**config.mk**
```make
export PLATFORM = sky130hd
export DESIGN_NAME = quat_ab_counter
export DESIGN_NICKNAME = d
export VERILOG_FILES = /design/src/rtl/qdigit_pkg.sv /design/src/rtl/ab_cell.sv /design/src/rtl/digit_drive.sv /design/src/rtl/quat_ab_counter.sv
export SDC_FILE = /design/constraint.sdc
export NUM_CORES = 1
export LEC_CHECK = 0
export BUFFER_PORTS_ARGS = -buffer_cell sky130_fd_sc_hd__buf_4
export CAP_MARGIN = 20
export CELL_PAD_IN_SITES_DETAIL_PLACEMENT = 0
export CELL_PAD_IN_SITES_GLOBAL_PLACEMENT = 1
export CORE_MARGIN = 2
export CORE_UTILIZATION = 34
export CTS_CLUSTER_DIAMETER = 40
export CTS_CLUSTER_SIZE = 30
export DETAILED_ROUTE_END_ITERATION = 7
export PLACE_DENSITY_LB_ADDON = 0.1
export SLEW_MARGIN = 20
export SYNTH_ARGS = -nofsm -noshare
export SYNTH_HDL_FRONTEND = slang
export SYNTH_SLANG_ARGS = --single-unit
```
**constraint.sdc**
```tcl
create_clock -name clk -period 2.51 [get_ports clk]
set_clock_uncertainty 0.05 [all_clocks]
set_input_delay 0.1255 -clock clk [delete_from_list [all_inputs] [get_ports clk]]
set_output_delay 0.1255 -clock clk [all_outputs]
set_load 0.01 [all_outputs]
```
**src/rtl/qdigit_pkg.sv**
```systemverilog
package qdigit_pkg;
  localparam int QW = 2;
  localparam logic [QW-1:0] QTOP = '1;
  typedef logic [QW-1:0] qd_t;

  function automatic qd_t qmin(input qd_t x, input qd_t y);
    return (x < y) ? x : y;
  endfunction

  function automatic qd_t qmax(input qd_t x, input qd_t y);
    return (x > y) ? x : y;
  endfunction

  // one-step clockwise cyclic increment, top wraps to zero
  function automatic qd_t qinc(input qd_t x);
    return (x == QTOP) ? qd_t'(0) : qd_t'(x + 1'b1);
  endfunction

  // upper threshold: full level when x is at the top value
  function automatic qd_t thr_hi(input qd_t x);
    return (x >= QTOP) ? QTOP : qd_t'(0);
  endfunction

  // lower threshold: full level when x is below the top value
  function automatic qd_t thr_lo(input qd_t x);
    return (x <= QTOP - 1'b1) ? QTOP : qd_t'(0);
  endfunction
endpackage

```
**src/rtl/ab_cell.sv**
```systemverilog
module ab_cell
  import qdigit_pkg::*;
(
  input  logic clk,
  input  logic rst,
  input  qd_t  a,
  input  qd_t  b,
  output qd_t  q
);
  qd_t nxt;
  assign nxt = qmax(a, qmin(b, q));

  always_ff @(posedge clk) begin
    if (rst) q <= '0;
    else     q <= nxt;
  end

  AST_AB_HOLD: assert property (@(posedge clk) disable iff (rst)
    (a == '0 && b == QTOP) |=> $stable(q));
  AST_AB_LOAD: assert property (@(posedge clk) disable iff (rst)
    (b == '0) |=> (q == $past(a)));
  AST_AB_FLOOR: assert property (@(posedge clk) disable iff (rst)
    1'b1 |=> (q >= $past(a)));
endmodule

```
**src/rtl/digit_drive.sv**
```systemverilog
module digit_drive
  import qdigit_pkg::*;
(
  input  qd_t  q,
  input  qd_t  hi_in,
  input  qd_t  lo_in,
  input  logic en,
  output qd_t  a_out,
  output qd_t  b_out,
  output qd_t  hi_out,
  output qd_t  lo_out
);
  qd_t run_lvl, hold_lvl, a_raw, b_raw;

  assign run_lvl  = en ? QTOP : qd_t'(0);
  assign hold_lvl = en ? qd_t'(0) : QTOP;

  assign a_raw = qmin(hi_in, qinc(q));
  assign b_raw = qmin(lo_in, q);

  // disabled: A forced to 0, B forced to full level -> hold
  assign a_out = qmin(a_raw, run_lvl);
  assign b_out = qmax(b_raw, hold_lvl);

  assign hi_out = qmin(hi_in, thr_hi(q));
  assign lo_out = qmax(lo_in, thr_lo(q));
endmodule

```
**src/rtl/quat_ab_counter.sv**
```systemverilog
module quat_ab_counter
  import qdigit_pkg::*;
#(
  parameter int NDIG = 2
) (
  input  logic       clk,
  input  logic       rst,
  input  logic       cnt_en,
  output logic [1:0] lsd,
  output logic [1:0] msd,
  output logic       tc,
  input  logic [1:0] ab_a,
  input  logic [1:0] ab_b,
  output logic [1:0] ab_q
);
  localparam int TOPD = NDIG - 1;

  qd_t dq [NDIG];
  qd_t da [NDIG];
  qd_t db [NDIG];
  qd_t hi_c [NDIG+1];
  qd_t lo_c [NDIG+1];

  assign hi_c[0] = QTOP;
  assign lo_c[0] = '0;

  for (genvar k = 0; k < NDIG; k++) begin : g_dig
    digit_drive u_drv (
      .q(dq[k]), .hi_in(hi_c[k]), .lo_in(lo_c[k]), .en(cnt_en),
      .a_out(da[k]), .b_out(db[k]), .hi_out(hi_c[k+1]), .lo_out(lo_c[k+1])
    );
    ab_cell u_cell (.clk(clk), .rst(rst), .a(da[k]), .b(db[k]), .q(dq[k]));
  end

  ab_cell u_solo (.clk(clk), .rst(rst), .a(ab_a), .b(ab_b), .q(ab_q));

  assign lsd = dq[0];
  assign msd = dq[TOPD];
  assign tc  = (qmin(hi_c[NDIG], cnt_en ? QTOP : qd_t'(0)) == QTOP);

  AST_LSD_STEP: assert property (@(posedge clk) disable iff (rst)
    cnt_en |=> (lsd == qinc($past(lsd))));
  AST_MSD_CARRY: assert property (@(posedge clk) disable iff (rst)
    (cnt_en && lsd == QTOP) |=> (msd == qinc($past(msd))));
  AST_MSD_KEEP: assert property (@(posedge clk) disable iff (rst)
    (lsd != QTOP) |=> $stable(msd));
  AST_FREEZE: assert property (@(posedge clk) disable iff (rst)
    !cnt_en |=> ($stable(lsd) && $stable(msd)));
  AST_TC_STATE: assert property (@(posedge clk) disable iff (rst)
    tc |-> (cnt_en && lsd == QTOP && msd == QTOP));
  AST_RESET_CLEAR: assert property (@(posedge clk)
    rst |=> (lsd == '0 && msd == '0 && ab_q == '0));
endmodule

```
## Yosys cells after proc, flatten, opt, wreduce, memory -nomap -nowiden

Cells that the tools add are included.

| word-level totals | value |
|---|---|
| register bits | 6 |
| bits in latches | 0 |
| bits in writable memories | 0 |
| ROM bits | 0 |
| input port bits | 7 |
| memories kept | 0 |

| operators by class | value |
|---|---|
| add/sub/neg operators | 2 |
| multipliers | 0 |
| divide/modulo/power cells | 0 |
| $lt $le $gt $ge | 21 |
| eq/ne operators | 3 |
| shift-type cells | 0 |
| muxes and demuxes | 25 |
| bitwise logic cells | 0 |
| reduce and logical (&&, ||, !) cells | 0 |

Operators by type and width:

| operator | number |
|---|---|
| $mux W2 | 25 |
| $lt A2 B2 Y1 | 9 |
| $gt A2 B2 Y1 | 5 |
| $eq A2 B2 Y1 const B | 3 |
| $add A2 B1 Y2 const B | 2 |
| $ge A2 B2 Y1 const B | 2 |
| $lt A2 B2 Y1 const A | 2 |
| $gt A1 B2 Y1 const A | 1 |
| $le A2 B2 Y1 const B | 1 |
| $lt A1 B2 Y1 const A | 1 |

## Longest topological paths before layout

| logic depth | value |
|---|---|
| depth in word-level cells | 12 |
| gate-level depth with buffers | 14 |
| depth with buffers taken out | 14 |

## Hierarchy

A second synthesis with hierarchy kept.

| second synthesis, totals | value |
|---|---|
| cell total of the unflattened synthesis | 145 |
| area, all modules | 1204.9 um2 |

By module, submodules not included:

| module | times used | cells each | area each (um2) | sequential area each (um2) |
|---|---|---|---|---|
| ab_cell | 3 | 20 | 182.7 | 40.0 |
| digit_drive (g_dig[1].u_drv) | 1 | 41 | 312.8 | 0.0 |
| digit_drive (g_dig[0].u_drv) | 1 | 37 | 292.8 | 0.0 |
| quat_ab_counter | 1 | 7 | 51.3 | 0.0 |

## Worst setup path after synthesis

OpenSTA, ideal clock, no wires.

| path | value |
|---|---|
| kind | register -> register |
| start point | register g_dig[0].u_cell.q[0] |
| end point | register g_dig[1].u_cell.q[0] |
| library setup time | 0.092 ns |
| arrival | 2.484 ns |
| required time | 2.368 ns |
| slack | -0.116 ns |
| stages on the path, launching flop included | 15 |
| buffers on the path | 0 |
| period minus slack after synthesis | 2.626 ns |
| cell sequence | dfxtp_1 -> ha_1 -> inv_1 -> ha_1 -> inv_1 -> ha_1 -> inv_1 -> ha_1 -> o211a_1 -> o32ai_2 -> a21oi_1 -> ha_1 -> nand2b_1 -> a221o_1 -> o32ai_1 |

| on the way | value |
|---|---|
| longest elaborated chain between the ends | 12 |
| elaborated cells on any way between the ends | 20 |

RTL lines:

| element | RTL line | source |
|---|---|---|
| start, declared | ab_cell.sv:8 | `output qd_t q` |
| start signal, assigned | ab_cell.sv:15 | `else q <= nxt;` |
| $le A2 B2 Y1 | qdigit_pkg.sv:26 | `return (x <= QTOP - 1'b1) ? QTOP : qd_t'(0);` |
| $mux W2 | qdigit_pkg.sv:26 |  |
| $gt A1 B2 Y1 | qdigit_pkg.sv:11 | `return (x > y) ? x : y;` |
| $mux W2 | qdigit_pkg.sv:11 |  |
| $lt A2 B2 Y1 | qdigit_pkg.sv:7 | `return (x < y) ? x : y;` |
| $mux W2 | qdigit_pkg.sv:7 |  |
| $gt A2 B2 Y1 | qdigit_pkg.sv:11 |  |
| $mux W2 | qdigit_pkg.sv:11 |  |
| $lt A2 B2 Y1 | qdigit_pkg.sv:7 |  |
| $mux W2 | qdigit_pkg.sv:7 |  |
| $gt A2 B2 Y1 | qdigit_pkg.sv:11 |  |
| $mux W2 * | qdigit_pkg.sv:11 |  |
| end signal, assigned | ab_cell.sv:15 |  |
| end, declared | ab_cell.sv:8 |  |

Every way passes the cells marked *; elsewhere a longest branch is shown, timed or not.
A chain may end at the register's enable or synchronous reset.

## Worst setup path in the final report

Ends and elaborated chain as after synthesis.

==> flow_summary.toml <==
[final_layout]
syn2layout_area_growth_pct = 36.4
antenna-diode-count = 0
register_area_um2 = 123
fin_nets = 120
stdcell_area_um2 = 853
layout_commonest_cell = "buf_4"
final_util = 0.494
multi_input_area_um2 = 482
nFillCells = 185
mostFrequentLayoutCells = "buf_4, ha_1, inv_1"
drive_gt1_frac = 0.337

[die]
fp-row-count = 15
die_area_um2 = 2200
initial_utilization = 0.362
die_w_um = 46.9
core_area_um2 = 1730
die_height_um = 46.9
io_pins = 14

[clock_network]
h-tree-depth = 1
root_buffer = "clkbuf_4"
cts_made_buffers = 3
insertion_delay_ns = 0.24
clk_transition_reported_paths_ns = 0.04
cts.path.max_buffers = 2
cts.sink_count = 6
cts_tree = "yes"

[setup_path]
crit_required_ns = 2.61
cp-startpoint = "g_dig[0].u_cell.q[0]"
rr_startpoint = "g_dig[0].u_cell.q[0]"
path_class = "reg2reg"
cp.arrival_ns = 2.52
crit_end = "g_dig[1].u_cell.q[0]"
cp_max_fo = 3
r2r_cells = 12
endpoint_kind = "register"
worstSetupStartpointType = "register"
reg2reg_slack_ns = 0.09
r2r-end = "g_dig[1].u_cell.q[0]"

[detailed_routing]
wl_per_cell_um = 10.2
drt_iter0_drc = 4
drtAntennaViolNets = 0
vias_per_cell = 4.62
wl_um = 1200
num_vias = 540
drc = 0
firstDrtPassIters = 4

[power]
p_leak_nw = 0.428
power_w = 0.000295
p_per_area_nw_per_um2 = 346
ir_drop_mv = 0.216

[logic_synthesis]
synthAdderAreaFrac = 0.380
syn_nets = 98
synth_xor_area_frac = 0.0140
avgSynthCellArea_um2 = 8.69
synthDistinctLibCells = 21
synth_compound_area_frac = 0.200
seq_area_frac_synth = 0.192
synth_top_family_by_area = "adder cells"
synthCells = 72
ys_ff_latch = 6
yosys.area_share.simple = 0.0900
muxShareOfSynthArea = 0.0160
yosys_warnings = 0
syn_area_um2 = 626

[sta]
finalSetupViolations = 0
min_period_ns = 2.42
clock.fmax_ghz = 0.414
worst_pin_slew_ns = 0.287
slew_viol_final = 0
fin_tns_setup_ns = 0
period_share = 0.963
slew_headroom = 0.808
hold_viol = 0

[min_path]
hold_class = "in2reg"
hp-start = "rst"

[status]
status = "complete, no violations"

[global_route]
grt_max_degree = 14
grt_pass1_vias = 425
gr-usage-all-layers = 0.130
gr-total-overflow = 0
antenna_found_initial = 0
grt_pass1_wl_um = 1950

[flow_run]
maxCapViolCount = 0

[placement]
post-dp-hpwl_um = 970
place_congestion = 0.723
post_dp_cell_area_um2 = 792
port_buffers = 13
[synth_stat cells (all sizes together)]
| library cell | n | share of area |
|---|---|---|
| mux2i | 1 | 0.016 |
| o21bai | 1 | 0.012 |
| o211ai | 1 | 0.012 |
| nand2b | 2 | 0.020 |
| dfxtp | 6 | 0.19 |
| inv | 16 | 0.096 |
| nand2 | 4 | 0.024 |
| and3 | 1 | 0.010 |
| xnor2 | 1 | 0.014 |
| a221o | 1 | 0.016 |
| o22ai | 3 | 0.030 |
| o211a | 1 | 0.016 |
| ha | 19 | 0.38 |
| o22a | 1 | 0.014 |
| buf | 1 | 0.012 |
| o32ai | 3 | 0.066 |
| a21oi | 2 | 0.016 |
| a31oi | 1 | 0.010 |
| nor2 | 6 | 0.036 |
| o21ai | 1 | 0.0080 |
[how the worst min path moves through the flow]
stage	slack [ns]	depth (start not counted)	to
CTS	0.04	2	g_dig[0].u_cell.q[0]
detailed placement	0.30	2	g_dig[0].u_cell.q[0]
floorplan	0.14	1	g_dig[0].u_cell.q[1]
global placement	0.30	2	g_dig[0].u_cell.q[1]
finish	0.05	2	g_dig[0].u_cell.q[0]
global route	0.04	2	u_solo.q[1]
[metrics by stage]
step / worst slack (ns) / cells / hold WS (ns)
2_1_floorplan: 0.0484 / 72 / 0.137
3_3_place_gp: 0.0795 / 113 / 0.296
3_5_place_dp: 0.0390 / 113 / 0.296
4_1_cts: 0.0227 / 116 / 0.0405
5_1_grt: -0.0324 / 117 / 0.0384
6_report: 0.0925 / 117 / 0.0473
[power breakdown]
part | switching (W) | internal (W)
clock | 0.0000327 | 0.0000539
combinational | 0.0000476 | 0.0000508
sequential | 0.00000635 | 0.000104
[cell type report]
type / instances / share of cell area
well taps: 25 / 0.0367
repair buffers: 18 / 0.158
inverters: 16 / 0.0704
clock buffers: 3 / 0.0264
flip-flops and latches: 6 / 0.144
multi-input cells: 49 / 0.565
[what timing repair did]
item / CTS / global route
gates resized for setup: 0 / 6
endpoints found under the setup margin: 0 / 1
buffers inserted: 0 / 1
hold buffers: 0 / 0
[worst max-delay path, cell delays in order (launching register included)]
cell      delay, ns
dfxtp_2        0.34
ha_4           0.14
inv_2          0.04
ha_2           0.17
ha_1           0.32
nand2b_1       0.10
a31oi_2        0.12
o32ai_4        0.25
a21oi_2        0.05
ha_1           0.27
nand2b_1       0.06
a221o_1        0.31
o32ai_2        0.12
[sequential cells by signal (all words and copies together) (netlist names)]
signal,cells
u_solo.q,2
g_dig.u_cell.q,4
[cells by family (layout without fill, tap and decap cells)]
group                      Yosys count  in the layout
AOI/OAI and AO/OA                   15             15
xor gates and xnor gates             1              1
adders and majority gates           19             19
buffers and inverters               17             37
DFF                                  6              6
muxes                                1              1
and+or+nand+nor                     13             13
[per-layer routing]
layer  vias up  share of wire  track usage
li1        285              -            -
met1       248           0.49        0.204
met2         7           0.50        0.156
met3         0          0.012       0.0346
met4         0              0       0.0667
met5         -              0            0
Note: power is estimated with default switching activity, not from simulation.
